`config.mk`:
```
export PLATFORM = sky130hd
export DESIGN_NAME = gpio_irq_bank
export DESIGN_NICKNAME = d
export VERILOG_FILES = /design/src/rtl/gpio_irq_pkg.sv /design/src/rtl/gpio_sync.sv /design/src/rtl/gpio_regs.sv /design/src/rtl/gpio_irq_unit.sv /design/src/rtl/gpio_irq_bank.sv
export SDC_FILE = /design/constraint.sdc
export NUM_CORES = 1
export LEC_CHECK = 0
export ABC_CLOCK_PERIOD_IN_PS = 2750
export BUFFER_PORTS_ARGS = -buffer_cell sky130_fd_sc_hd__buf_2
export CAP_MARGIN = 15
export CELL_PAD_IN_SITES_DETAIL_PLACEMENT = 1
export CELL_PAD_IN_SITES_GLOBAL_PLACEMENT = 2
export CORE_ASPECT_RATIO = 0.6
export CORE_MARGIN = 2
export CORE_UTILIZATION = 39
export CTS_CLUSTER_SIZE = 14
export DETAILED_ROUTE_END_ITERATION = 6
export PLACE_DENSITY_LB_ADDON = 0.1
export SETUP_SLACK_MARGIN = 0.05
export SYNTH_ARGS = -nofsm -noshare
export SYNTH_HDL_FRONTEND = slang
export SYNTH_SLANG_ARGS = --single-unit
```
`constraint.sdc`:
```
create_clock -name clk_i -period 2.75 [get_ports clk_i]
set_input_delay 0.1375 -clock clk_i [delete_from_list [all_inputs] [get_ports clk_i]]
set_output_delay 0.1375 -clock clk_i [all_outputs]
set_load 0.01 [all_outputs]
```
`src/rtl/gpio_irq_pkg.sv`:
```
package gpio_irq_pkg;
  localparam int REG_AW = 8;
  localparam logic [REG_AW-1:0] OFF_DIR   = 8'h00;
  localparam logic [REG_AW-1:0] OFF_IN    = 8'h08;
  localparam logic [REG_AW-1:0] OFF_OUT   = 8'h10;
  localparam logic [REG_AW-1:0] OFF_SET   = 8'h18;
  localparam logic [REG_AW-1:0] OFF_CLR   = 8'h20;
  localparam logic [REG_AW-1:0] OFF_SENSE = 8'h28;
  localparam logic [REG_AW-1:0] OFF_BOTH  = 8'h30;
  localparam logic [REG_AW-1:0] OFF_STAT  = 8'h38;

  typedef struct packed {
    logic dir;
    logic out;
    logic set;
    logic clr;
    logic sense;
    logic both;
    logic stat;
  } wr_sel_t;
endpackage

```
`src/rtl/gpio_sync.sv`:
```
module gpio_sync #(
  parameter int W = 32
) (
  input  logic         clk_i,
  input  logic         rst_ni,
  input  logic [W-1:0] d_i,
  output logic [W-1:0] q_o
);
  logic [W-1:0] meta_q, sync_q;

  always_ff @(posedge clk_i or negedge rst_ni) begin
    if (!rst_ni) begin
      meta_q <= '0;
      sync_q <= '0;
    end else begin
      meta_q <= d_i;
      sync_q <= meta_q;
    end
  end

  assign q_o = sync_q;
endmodule

```
`src/rtl/gpio_regs.sv`:
```
module gpio_regs
  import gpio_irq_pkg::*;
#(
  parameter int NPINS = 32,
  parameter int NIRQ  = 16
) (
  input  logic              clk_i,
  input  logic              rst_ni,
  input  logic              req_i,
  input  logic              we_i,
  input  logic [REG_AW-1:0] addr_i,
  input  logic [NPINS-1:0]  wdata_i,
  output logic [NPINS-1:0]  rdata_o,
  input  logic [NPINS-1:0]  sync_i,
  input  logic [NIRQ-1:0]   stat_i,
  output logic [NPINS-1:0]  dir_o,
  output logic [NPINS-1:0]  out_o,
  output logic [NIRQ-1:0]   sense_o,
  output logic [NIRQ-1:0]   both_o,
  output logic [NIRQ-1:0]   stat_clr_o
);
  localparam int DW = NPINS;

  wr_sel_t         sel;
  logic [DW-1:0]   dir_q, out_q;
  logic [NIRQ-1:0] sense_q, both_q;

  always_comb begin
    sel = '0;
    if (req_i && we_i) begin
      case (addr_i)
        OFF_DIR:   sel.dir   = 1'b1;
        OFF_OUT:   sel.out   = 1'b1;
        OFF_SET:   sel.set   = 1'b1;
        OFF_CLR:   sel.clr   = 1'b1;
        OFF_SENSE: sel.sense = 1'b1;
        OFF_BOTH:  sel.both  = 1'b1;
        OFF_STAT:  sel.stat  = 1'b1;
        default:   ;
      endcase
    end
  end

  always_ff @(posedge clk_i or negedge rst_ni) begin
    if (!rst_ni) begin
      dir_q   <= '0;
      out_q   <= '0;
      sense_q <= '0;
      both_q  <= '0;
    end else begin
      if (sel.dir)   dir_q   <= wdata_i;
      if (sel.out)   out_q   <= wdata_i;
      else if (sel.set) out_q <= out_q | wdata_i;
      else if (sel.clr) out_q <= out_q & ~wdata_i;
      if (sel.sense) sense_q <= wdata_i[NIRQ-1:0];
      if (sel.both)  both_q  <= wdata_i[NIRQ-1:0];
    end
  end

  assign stat_clr_o = sel.stat ? wdata_i[NIRQ-1:0] : '0;

  always_comb begin
    case (addr_i)
      OFF_DIR:   rdata_o = dir_q;
      OFF_IN:    rdata_o = sync_i;
      OFF_OUT:   rdata_o = out_q;
      OFF_SENSE: rdata_o = DW'(sense_q);
      OFF_BOTH:  rdata_o = DW'(both_q);
      OFF_STAT:  rdata_o = DW'(stat_i);
      default:   rdata_o = '0;
    endcase
  end

  assign dir_o   = dir_q;
  assign out_o   = out_q;
  assign sense_o = sense_q;
  assign both_o  = both_q;

  assert_oset_R3: assert property (@(posedge clk_i) disable iff (!rst_ni)
    (req_i && we_i && addr_i == OFF_SET) |=> ((out_q & $past(wdata_i)) == $past(wdata_i)));
  assert_oclr_R3: assert property (@(posedge clk_i) disable iff (!rst_ni)
    (req_i && we_i && addr_i == OFF_CLR) |=> ((out_q & $past(wdata_i)) == '0));
  assert_dir_hold_R10: assert property (@(posedge clk_i) disable iff (!rst_ni)
    !(req_i && we_i && addr_i == OFF_DIR) |=> $stable(dir_q));
endmodule

```
`src/rtl/gpio_irq_unit.sv`:
```
module gpio_irq_unit #(
  parameter int NIRQ = 16
) (
  input  logic            clk_i,
  input  logic            rst_ni,
  input  logic [NIRQ-1:0] lvl_i,
  input  logic [NIRQ-1:0] pol_i,
  input  logic [NIRQ-1:0] sense_i,
  input  logic [NIRQ-1:0] both_i,
  input  logic [NIRQ-1:0] clr_i,
  output logic [NIRQ-1:0] stat_o,
  output logic [NIRQ-1:0] irq_o
);
  logic [NIRQ-1:0] prev_q, stat_q, stat_d, hit;

  for (genvar g = 0; g < NIRQ; g++) begin : g_pin
    logic edge_mode, rise, fall;
    assign edge_mode = sense_i[g] | both_i[g];
    assign rise      = lvl_i[g] & ~prev_q[g];
    assign fall      = ~lvl_i[g] & prev_q[g];
    assign hit[g]    = edge_mode &
                       (both_i[g] ? (rise | fall) : (pol_i[g] ? fall : rise));
    // a fresh edge beats a same-cycle clear
    assign stat_d[g] = hit[g] | (stat_q[g] & ~clr_i[g]);
    assign irq_o[g]  = edge_mode ? stat_q[g] : (lvl_i[g] ^ pol_i[g]);

    assert_sticky_R8: assert property (@(posedge clk_i) disable iff (!rst_ni)
      (stat_q[g] && !clr_i[g]) |=> stat_q[g]);
    assert_set_needs_edge_R6: assert property (@(posedge clk_i) disable iff (!rst_ni)
      $rose(stat_q[g]) |-> ($past(lvl_i[g]) != $past(prev_q[g])));
  end

  always_ff @(posedge clk_i or negedge rst_ni) begin
    if (!rst_ni) begin
      prev_q <= '0;
      stat_q <= '0;
    end else begin
      prev_q <= lvl_i;
      stat_q <= stat_d;
    end
  end

  assign stat_o = stat_q;
endmodule

```
`src/rtl/gpio_irq_bank.sv`:
```
module gpio_irq_bank
  import gpio_irq_pkg::*;
#(
  parameter int NPINS = 32,
  parameter int NIRQ  = 16
) (
  input  logic              clk_i,
  input  logic              rst_ni,
  input  logic              req_i,
  input  logic              we_i,
  input  logic [REG_AW-1:0] addr_i,
  input  logic [NPINS-1:0]  wdata_i,
  output logic [NPINS-1:0]  rdata_o,
  input  logic [NPINS-1:0]  pin_i,
  output logic [NPINS-1:0]  pin_o,
  output logic [NPINS-1:0]  pin_oe_o,
  output logic [NIRQ-1:0]   irq_o
);
  logic [NPINS-1:0] sync_w, dir_w, out_w;
  logic [NIRQ-1:0]  sense_w, both_w, clr_w, stat_w;

  gpio_sync #(.W(NPINS)) i_sync (
    .clk_i (clk_i),
    .rst_ni(rst_ni),
    .d_i   (pin_i),
    .q_o   (sync_w)
  );

  gpio_regs #(.NPINS(NPINS), .NIRQ(NIRQ)) i_regs (
    .clk_i     (clk_i),
    .rst_ni    (rst_ni),
    .req_i     (req_i),
    .we_i      (we_i),
    .addr_i    (addr_i),
    .wdata_i   (wdata_i),
    .rdata_o   (rdata_o),
    .sync_i    (sync_w),
    .stat_i    (stat_w),
    .dir_o     (dir_w),
    .out_o     (out_w),
    .sense_o   (sense_w),
    .both_o    (both_w),
    .stat_clr_o(clr_w)
  );

  gpio_irq_unit #(.NIRQ(NIRQ)) i_irq (
    .clk_i  (clk_i),
    .rst_ni (rst_ni),
    .lvl_i  (sync_w[NIRQ-1:0]),
    .pol_i  (out_w[NIRQ-1:0]),
    .sense_i(sense_w),
    .both_i (both_w),
    .clr_i  (clr_w),
    .stat_o (stat_w),
    .irq_o  (irq_o)
  );

  assign pin_o    = out_w;
  assign pin_oe_o = dir_w;

  assert_in_sync_R4: assert property (@(posedge clk_i) disable iff (!rst_ni)
    (addr_i == OFF_IN) |-> (rdata_o == sync_w));
endmodule

```
==> run_results.csv, run 1 <==
group,metric,value,unit
outcome,outcome,"finished clean",
place,dp_hpwl,18200,µm
final_layout,nets,1060,
setup_path,cp_common_cell,"buf_2",
clock_tree,clk_pin_slew,0.07,ns
final_layout,final_cell_area,11200,µm²
setup_path,crit_path_start_kind,"input port",
sta,fmax,452,MHz
sta,period_share,80.5,%
run,max_cap_violations,0,
setup_path,crit_chain,"buf_2 -> and2_1 -> buf_4 -> a221oi_1 -> o31ai_1 -> buf_2",
sta,fin_worst_skew,0.0104,ns
clock_tree,numCtsBuffers,17,
synthesis,synth_fa_ha_area_share,4.63,%
synthesis,synth_compound_area_share,14.8,%
drt,viasPerCell,5.49,
setup_path,cp_max_fo,19,
setup_path,worst_path_max_delay_cell,"o31ai_1",
synthesis,ys_ff_latch,192,
final_layout,area_growth,29.9,%
floorplan,die_height,119,µm
clock_tree,post_cts_buffers,0,
final_layout,nFillCells,2340,
global_route,grt_use_total,23.9,%
clock_tree,cts_tree,"built",
floorplan,initial_utilization,39.5,%
floorplan,std_cell_rows,42,
worst_hold_path,worstHoldStart,"wdata_i[7]",
floorplan,io_pins,188,
clock_tree,ctsHoldBuffers,54,
global_route,grt_pass1_wl,42800,µm
floorplan,core,21900,µm²
synthesis,synth_top_flop_cell,"dfrtp_1",
synthesis,netlist_area,8650,µm²
sta,slew_violations,0,
synthesis,syn-instance-count,700,
synthesis,async_reset_ff_share,100,%
synthesis,synth-simple-area-share,6.71,%
drt,drc_errors,0,
clock_tree,cts-root-buf,"clkbuf_16",
setup_path,r2r_start,"i_sync.q_o[1]",
synthesis,synth_area_leaders,"dfrtp_1 (56%), mux2_2 (7.8%), ha_1 (4.6%)",
sta,slew_headroom,57.6,%
setup_path,crit-reg2reg-capture,"i_irq.stat_o[1]",
power,vdd_drop_max,0.379,mV
floorplan,die_w,196,µm
drt,firstDrtPassIters,6,
sta,rsz0062_at_grt,"no",
drt,route.vias.total,6865,
synthesis,synth_edf_count,0,
sta,tightest_slew,0.636,ns
power,p_per_area,588,nW/µm²
synthesis,synth_top_family_by_area,"compound AO/OA/AOI/OAI gates",
synthesis,muxShareOfSynthArea,12.0,%
setup_path,arrival,2.08,ns
worst_hold_path,hold_path_class,"input port to flop",
drt,postRouteWirelength,26900,µm
final_layout,multiInputGateArea,3500,µm²
sta,period_needed,2.21,ns
floorplan,die-area,23400,µm²
worst_hold_path,hold_depth,2,
clock_tree,clk_latency,0.43,ns
sta,hold_viol,0,
clock_tree,cts.path.max_buffers,2,
clock_tree,htreeDepth,4,
global_route,gr-total-overflow,0,
synthesis,synth_cell_type_count,40,
drt,drtAntennaViolNets,0,
global_route,antenna_found_initial,0,
synthesis,ys_seq_area_share,55.5,%
setup_path,worst_setup_path_end_kind,"output port",
synthesis,yosysWarnings,0,
synthesis,synth_top_area_share,55.5,%
place,gp_congestion,0.776,
setup_path,slowest_delay,0.49,ns
global_route,grt_pass1_vias,7392,
place,place_area,10100,µm²
place,io_buffer_count,187,
synthesis,synth_top_cell_by_area,"dfrtp_1",
power,leakage,5.62,nW
synthesis,synth_area_per_cell,12.4,µm²
final_layout,layout.cells.non_filler,1251,
drt,first_iter_violations,412,
global_route,grt_max_degree,72,
final_layout,drive_gt1_share,34.2,%
synthesis,synth_xor_area_share,1.62,%
final_layout,utilization,51.3,%
setup_path,r2r_slack,1.44,ns
final_layout,layout.area.seq,4800,µm²
setup_path,reg2reg_depth,5,
clock_tree,numClockSinks,192,
synthesis,synth_nets,808,
final_layout,diodes,0,
sta,setup_viol,0,
power,power,6.61,mW
place,dp_cells,1165,
setup_path,required,2.61,ns
clock_tree,cts_resized,0,
sta,fin_tns_setup,0,ns
setup_path,crit_type,"input port to output port",
drt,wire_per_inst,21.5,µm
[through the flow]
stage	hold slack, ns	worst slack (ns)
3_3_place_gp	0.200	0.560
6_report	0.0235	0.537
5_1_grt	0.00944	0.490
2_1_floorplan	-0.158	0.788
4_1_cts	0.00187	0.588
3_5_place_dp	0.207	0.481
[where the power goes]
group | internal (mW) | total [mW] | switching (mW) | leakage [nW]
combinational | 0.360 | 0.719 | 0.359 | 2.86
sequential | 3.02 | 3.21 | 0.189 | 2.46
clock | 1.56 | 2.68 | 1.13 | 0.301
[synthesized netlist by cell type (all sizes together) (3+ instances only)]
cell      n
dfrtp   192
a222oi   12
xnor2    16
nor3b    16
o21ai    32
nor2     35
o31ai     8
nor3      5
nor4      7
nand2    28
inv      62
a221o    17
a221oi   28
ha       32
mux2     71
a22o     32
mux2i    18
or2       3
or3       5
buf      16
clkbuf   20
a22oi    16
a21oi    19
[metal layers]
layer	global-route usage, %	routed length [µm]	share of wire (%)	vias up
li1	-	-	-	3052
met1	33.9	13100	49	3614
met2	37.6	12400	46	171
met3	4.79	1080	4.0	28
met4	6.34	337	1.3	0
met5	0	0	0	-
[kinds of logic (layout without fill, tap and decap cells)]
logic type                 Yosys count  count (layout)
AOI/OAI and AO/OA                  167             167
DFF                                192             192
and+or+nand+nor                    105             105
xor gates and xnor gates            16              16
buffers and inverters               98             363
muxes                               90              90
adders and majority gates           32              32
[how the worst max path moves through the flow]
stage,from,end,depth (start not counted),slack [ns]
final,addr_i[4],rdata_o[13],6,0.54
after global routing,addr_i[3],rdata_o[12],7,0.49
after CTS,addr_i[7],rdata_o[13],6,0.59
after detailed placement,addr_i[3],flop,6,0.48
after global placement,addr_i[3],flop,6,0.56
after floorplan,addr_i[1],i_regs.both_o[10],6,0.79
[cell type report]
class                   count  area share (%)
well taps                 286            3.18
clock inverters            12            1.60
clock buffers              20            3.97
repair buffers            269            15.3
multi-input cells         410            31.1
flip-flops and latches    192            42.7
inverters                  62            2.07
[placed cells by master, fill, tap and decap left out, drive strengths merged, types with 7 or more instances in the layout]
cell / synthesis / final
a21oi: 19 / 19
a221o: 17 / 17
a221oi: 28 / 28
a222oi: 12 / 12
a22o: 32 / 32
a22oi: 16 / 16
buf: 16 / 214
clkbuf: 20 / 21
dfrtp: 192 / 192
dlygate4sd3: 0 / 54
ha: 32 / 32
inv: 62 / 65
mux2: 71 / 71
mux2i: 18 / 18
nand2: 28 / 28
nor2: 35 / 35
nor3b: 16 / 16
nor4: 7 / 7
o21ai: 32 / 32
o31ai: 8 / 8
xnor2: 16 / 16
[critical path: cells and delay by family]
family	cells	cell delay [ns]
compound gates	2	0.62
buf+inv	3	0.93
simple gates	1	0.38
Note: power is estimated with default switching activity, not from simulation.
==> inputs of run 2 (changes only) <==
Settings changed: ABC_AREA set to 1, ABC_CLOCK_PERIOD_IN_PS 2750 to 1950, CORE_UTILIZATION 39 to 29.
Clock period 2.75 ns to 1.95 ns, I/O delays scaled along.
==> run 2 against run 1 <==
  * Sequential share of layout area down 2.7 points
  * Count of clock-buffer cells in the layout unchanged
  * Setup slack worse by 0.31 ns
  * Total power up 37%
  * Critical path depth down 3
==> run_results.csv, run 2 <==
group,metric,value,unit
setup_path,reg2reg_depth,6,
synthesis,synth_fa_ha_area_share,4.42,%
synthesis,async_reset_ff_share,100,%
drt,viasPerCell,4.49,
clock_tree,numClockSinks,192,
floorplan,die_w,232,µm
synthesis,synth_area_per_cell,8.33,µm²
worst_hold_path,hold_depth,5,
synthesis,synth_nets,1196,
place,dp_hpwl,22100,µm
power,p_per_area,756,nW/µm²
power,p_seq_share,47.2,%
place,place_area,10700,µm²
final_layout,nets,1465,
global_route,grt_pass1_wl,49200,µm
drt,drc_errors,0,
synthesis,synth_top_family_by_area,"simple AND/OR/NAND/NOR gates",
global_route,grt_pass1_vias,8225,
synthesis,synthTopCellsByCount,"nand2_1 (386), dfrtp_1 (192), inv_1 (95)",
floorplan,io_pins,188,
sta,hold_viol,0,
setup_path,arrival,1.62,ns
synthesis,ys_seq_area_share,53.0,%
clock_tree,cts.path.max_buffers,2,
setup_path,worst_setup_path_end_kind,"output port",
power,swShare,24.2,%
sta,slew_headroom,59.4,%
global_route,grt_use_total,19.9,%
clock_tree,clk_pin_slew,0.07,ns
synthesis,synth_area_leaders,"dfrtp_1 (53%), nand2_1 (16%), o21ai_0 (5.2%)",
drt,firstDrtPassIters,5,
clock_tree,htreeDepth,4,
synthesis,synth_top_area_share,53.0,%
clock_tree,cts_resized,0,
sta,fin_worst_skew,0.00752,ns
synthesis,synth_top_flop_cell,"dfrtp_1",
power,leakage,6.22,nW
final_layout,final_cell_area,12000,µm²
sta,tightest_slew,0.608,ns
synthesis,synth_top_cell_by_area,"dfrtp_1",
power,power,9.06,mW
setup_path,required,1.85,ns
final_layout,final_cell_mix,"nand2_1 (383), dfrtp_1 (192), buf_2 (186), inv_1 (94), o21ai_0 (94)",
setup_path,r2r_slack,0.77,ns
synthesis,synth-simple-area-share,24.4,%
floorplan,initial_utilization,29.3,%
power,power.share.combinational,9.2,%
drt,postRouteWirelength,31300,µm
synthesis,synth_edf_count,0,
sta,fmax,582,MHz
sta,period_needed,1.72,ns
global_route,grt_max_degree,63,
sta,fin_tns_setup,0,ns
synthesis,synth_xor_area_share,1.26,%
synthesis,netlist_area,9060,µm²
worst_hold_path,hold_path_class,"input port to flop",
worst_hold_path,min_to,"i_regs.dir_o[31]",
global_route,antenna_found_initial,0,
sta,setup_viol,0,
setup_path,crit_start,"i_regs.both_o[11]",
power,p_int,6.87,mW
synthesis,synth.most_common_cell,"nand2_1",
worst_hold_path,worstHoldStart,"we_i",
final_layout,area_growth,32.4,%
drt,wire_per_inst,17.5,µm
place,io_buffer_count,187,
setup_path,cp_max_fo,5,
clock_tree,numCtsBuffers,17,
drt,drtAntennaViolNets,0,
setup_path,crit_type,"flop to output port",
final_layout,diodes,0,
global_route,gr-total-overflow,0,
final_layout,utilization,38.7,%
synthesis,muxShareOfSynthArea,1.24,%
power,vdd_drop_max,0.633,mV
run,max_cap_violations,0,
synthesis,yosysWarnings,0,
sta,rsz0062_at_grt,"no",
outcome,outcome,"finished clean",
final_layout,final_common_cell,"nand2_1",
floorplan,std_cell_rows,50,
floorplan,core,31000,µm²
synthesis,syn-instance-count,1088,
floorplan,die_height,141,µm
synthesis,synth_compound_area_share,9.67,%
floorplan,die-area,32700,µm²
power,pwr-share-clk,43.6,%
clock_tree,cts_tree,"built",
drt,route.vias.total,8009,
drt,first_iter_violations,498,
final_layout,drive_gt1_share,20.6,%
power,p_switching,2.19,mW
setup_path,crit-reg2reg-capture,"i_irq.stat_o[0]",
synthesis,ys_ff_latch,192,
place,gp_congestion,0.778,
sta,period_share,88.2,%
clock_tree,clk_latency,0.45,ns
clock_tree,cts-root-buf,"clkbuf_16",
setup_path,r2r_start,"i_sync.q_o[0]",
sta,slew_violations,0,
setup_path,crit_path_start_kind,"flop",
synthesis,synth_cell_type_count,24,
==> run 2: cell count changes after synthesis, moves of 17 or more <==
cell	before	now
o21bai_1	0	32
nand3_1	1	57
a22o_1	32	0
inv_1	62	95
nor2_1	35	92
mux2i_1	18	0
o21ai_0	32	94
a221o_1	17	0
a221oi_1	28	0
nand2_1	28	386
mux2_2	60	10
==> run 2: power groups by stage <==
stage | logic, mW | clock network [mW] | registers [mW]
2_1_floorplan | 0.309 | 0 | 4.33
3_3_place_gp | 0.735 | 0 | 4.35
3_5_place_dp | 0.745 | 0 | 4.35
4_1_cts | 0.856 | 4.11 | 4.28
5_1_grt | 0.945 | 4.24 | 4.30
6_report | 0.834 | 3.96 | 4.27
==> run 2: worst max-delay path, cell delays in order (launching register included) <==
cell	delay, ns
dfrtp_1	0.45
nor2_1	0.23
mux2_2	0.35
buf_2	0.14
==> run 2: metrics by stage <==
stage	setup slack (ns)	hold WS, ns	std cells
3_3_place_gp	0.327	0.146	1689
3_5_place_dp	0.290	0.149	1689
2_1_floorplan	0.803	-0.198	1088
5_1_grt	0.155	0.213	1784
4_1_cts	0.201	0.162	1784
6_report	0.231	0.190	1784
==> run 2: how the worst max path moves through the flow <==
stage,endpoint,cells after the start
6_report,irq_o[11],3
5_1_grt,irq_o[11],3
4_1_cts,irq_o[5],3
3_5_place_dp,flop,10
3_3_place_gp,flop,10
2_1_floorplan,rdata_o[21],8
==> run 2: kinds of logic (layout without fill, tap and decap cells) <==
kind of cell / Yosys count / count (layout)
xor+xnor: 13 / 13
buf+inv: 134 / 414
fa+ha+maj: 32 / 32
compound gates: 159 / 159
flops: 192 / 192
simple gates: 548 / 548
mux: 10 / 10
==> run 2: metal layers <==
metal	wire length (µm)	share of wire, %	GRT usage, %
met1	15900	51	29.0
met2	14100	45	30.7
met3	964	3.1	3.70
met4	288	0.92	4.35
met5	0	0	0
==> run 2: timing repair <==
action                                  in CTS  in global routing
hold buffers                                65                  0
hold endpoints to repair                   152                  0
buffers inserted                             0                  0
endpoints found under the setup margin       0                  0
==> run 2: layout make-up <==
type                    count  area, µm²
clock buffers              20        467
clock inverters            10        184
fillers                  3729      19000
inverters                  99        372
multi-input cells         762       3730
flip-flops and latches    192       4800
well taps                 416        520
repair buffers            285       1920
==> inputs of run 3 (changes only) <==
Settings changed: ABC_CLOCK_PERIOD_IN_PS 1950 to 1400.
Clock period 1.95 ns to 1.4 ns, I/O delays scaled along.
==> run 3 against run 2 <==
  * The run now ends with setup timing left
  * Count of clock-buffer cells in the layout is 2 higher
  * Final area is 13% higher
  * Global-route usage up 1.4 points
  * Worst hold slack lost 0.065 ns
  * Largest cell class unchanged
==> run_results.csv, run 3 (synthesized netlist as in run 2, its figures left out) <==
group,metric,value,unit
setup_path,worst_setup_path_end_kind,"output port",
global_route,grt_use_total,21.3,%
clock_tree,cts_tree,"built",
global_route,grt_pass1_wl,52900,µm
setup_path,crit_path_start_kind,"flop",
floorplan,initial_utilization,29.3,%
floorplan,core,31000,µm²
place,gp_congestion,0.779,
final_layout,area_growth,49.0,%
drt,first_iter_violations,396,
sta,slew_headroom,68.9,%
setup_path,arrival,1.50,ns
place,dpl_worst_slack,-0.0165,ns
place,place_area,11000,µm²
global_route,grt_pass1_vias,9038,
clock_tree,htreeDepth,4,
sta,slew_violations,0,
final_layout,final_cell_mix,"nand2_1 (355), dfrtp_1 (172), buf_2 (167), buf_4 (91), inv_1 (82)",
sta,fmax,637,MHz
global_route,antenna_found_initial,0,
floorplan,die_w,232,µm
clock_tree,clk_pin_slew,0.08,ns
drt,drtAntennaViolNets,0,
setup_path,reg2reg_depth,8,
final_layout,layout.area.seq,4830,µm²
run,max_cap_violations,0,
global_route,gr-total-overflow,0,
floorplan,io_pins,188,
sta,tightest_slew,0.465,ns
power,vdd_drop_max,0.784,mV
place,dp_cells,1712,
power,leakage,6.99,nW
drt,route.vias.total,8572,
setup_path,r2r_slack,0.09,ns
sta,fin_ws,-0.170,ns
sta,fin_worst_skew,0.00905,ns
place,io_buffer_count,187,
sta,holdWs,0.126,ns
clock_tree,numCtsBuffers,17,
sta,setup_viol,31,
sta,period_share,112,%
sta,hold_viol,0,
setup_path,crit_type,"flop to output port",
final_layout,layout.cells.non_filler,1889,
final_layout,multiInputGateArea,4030,µm²
setup_path,cp_max_fo,3,
setup_path,crit_start,"i_regs.both_o[12]",
drt,postRouteWirelength,33600,µm
final_layout,final_cell_area,13500,µm²
drt,wire_per_inst,17.8,µm
worst_hold_path,hold_path_class,"input port to asynchronous set/reset pin",
setup_path,crit-reg2reg-capture,"i_irq.stat_o[5]",
clock_tree,clk_latency,0.45,ns
final_layout,diodes,0,
global_route,grt_max_degree,40,
clock_tree,cts.path.max_buffers,2,
sta,rsz0062_at_grt,"yes",
power,p_per_area,955,nW/µm²
final_layout,final_common_cell,"nand2_1",
outcome,violations,"setup timing",
clock_tree,numClockSinks,192,
drt,drc_errors,0,
setup_path,required,1.33,ns
setup_path,r2r_start,"i_regs.both_o[5]",
clock_tree,cts-root-buf,"clkbuf_16",
final_layout,nets,1569,
final_layout,nFillCells,3695,
drt,firstDrtPassIters,4,
floorplan,std_cell_rows,50,
outcome,outcome,"finished with violations",
floorplan,die_height,141,µm
sta,period_needed,1.57,ns
drt,viasPerCell,4.54,
place,dp_hpwl,23400,µm
final_layout,drive_gt1_share,32.8,%
floorplan,die-area,32700,µm²
run 3: cell types whose count changed in the layout (fill, tap and decap cells not counted), moves of 20 or more:
cell	previous run	this run
nor2_1	92	65
nand2_2	5	28
buf_4	27	91
dfrtp_2	0	20
dfrtp_1	192	172
nand2_1	383	355
buf_6	0	44
run 3: what timing repair did:
item	in CTS	in global routing
pin swaps	49	50
hold endpoints to repair	308	0
buffers inserted	61	19
hold buffers	65	0
gates cloned	0	1
gates resized for setup	134	66
endpoints found under the setup margin	48	51
run 3: per-layer routing:
metal	GRT usage (%)	up-vias	part of all wire, %	routed length (µm)
met4	5.67	0	1.5	497
li1	-	4167	-	-
met3	3.34	27	2.3	773
met5	0	-	0	0
met2	33.3	102	46	15400
met1	30.6	4276	50	16900
run 3: worst max-delay path by stage:
| stage | endpoint | slack, ns | cells after the start |
|---|---|---|---|
| floorplan | i_regs.dir_o[21] | 0.31 | 8 |
| global placement | rdata_o[14] | 0.003 | 9 |
| detailed placement | rdata_o[6] | -0.02 | 11 |
| CTS | irq_o[12] | -0.18 | 3 |
| global route | rdata_o[12] | -0.22 | 6 |
| finish | irq_o[12] | -0.17 | 3 |
run 3: critical path, stage by stage, from the launching register on:
cell,delay (ns)
dfrtp_1,0.44
nor2_4,0.16
mux2_4,0.32
buf_6,0.12
run 3: stage by stage:
step	total power [mW]	utilization (%)	setup TNS, ns
detailed placement	7.14	35.6	-0.0248
global route	13.4	43.6	-4.95
global placement	7.12	35.6	0
floorplan	6.47	-	0
finish	12.9	43.6	-2.68
CTS	13.0	42.4	-3.56
run 3: final cells by class:
type                            count  share of cell area [%]
Sequential cell                   192                    35.8
Multi-Input combinational cell    762                    29.8
Timing Repair Buffer              389                    23.0
Tap cell                          416                    3.86
Clock buffer                       22                    3.59
Inverter                           99                    2.81
Clock inverter                      9                    1.15
run 3: power breakdown:
group	internal, mW	switching [mW]	leakage, nW
logic	0.747	0.759	4.32
registers	5.77	0.178	2.37
clock network	3.17	2.27	0.300
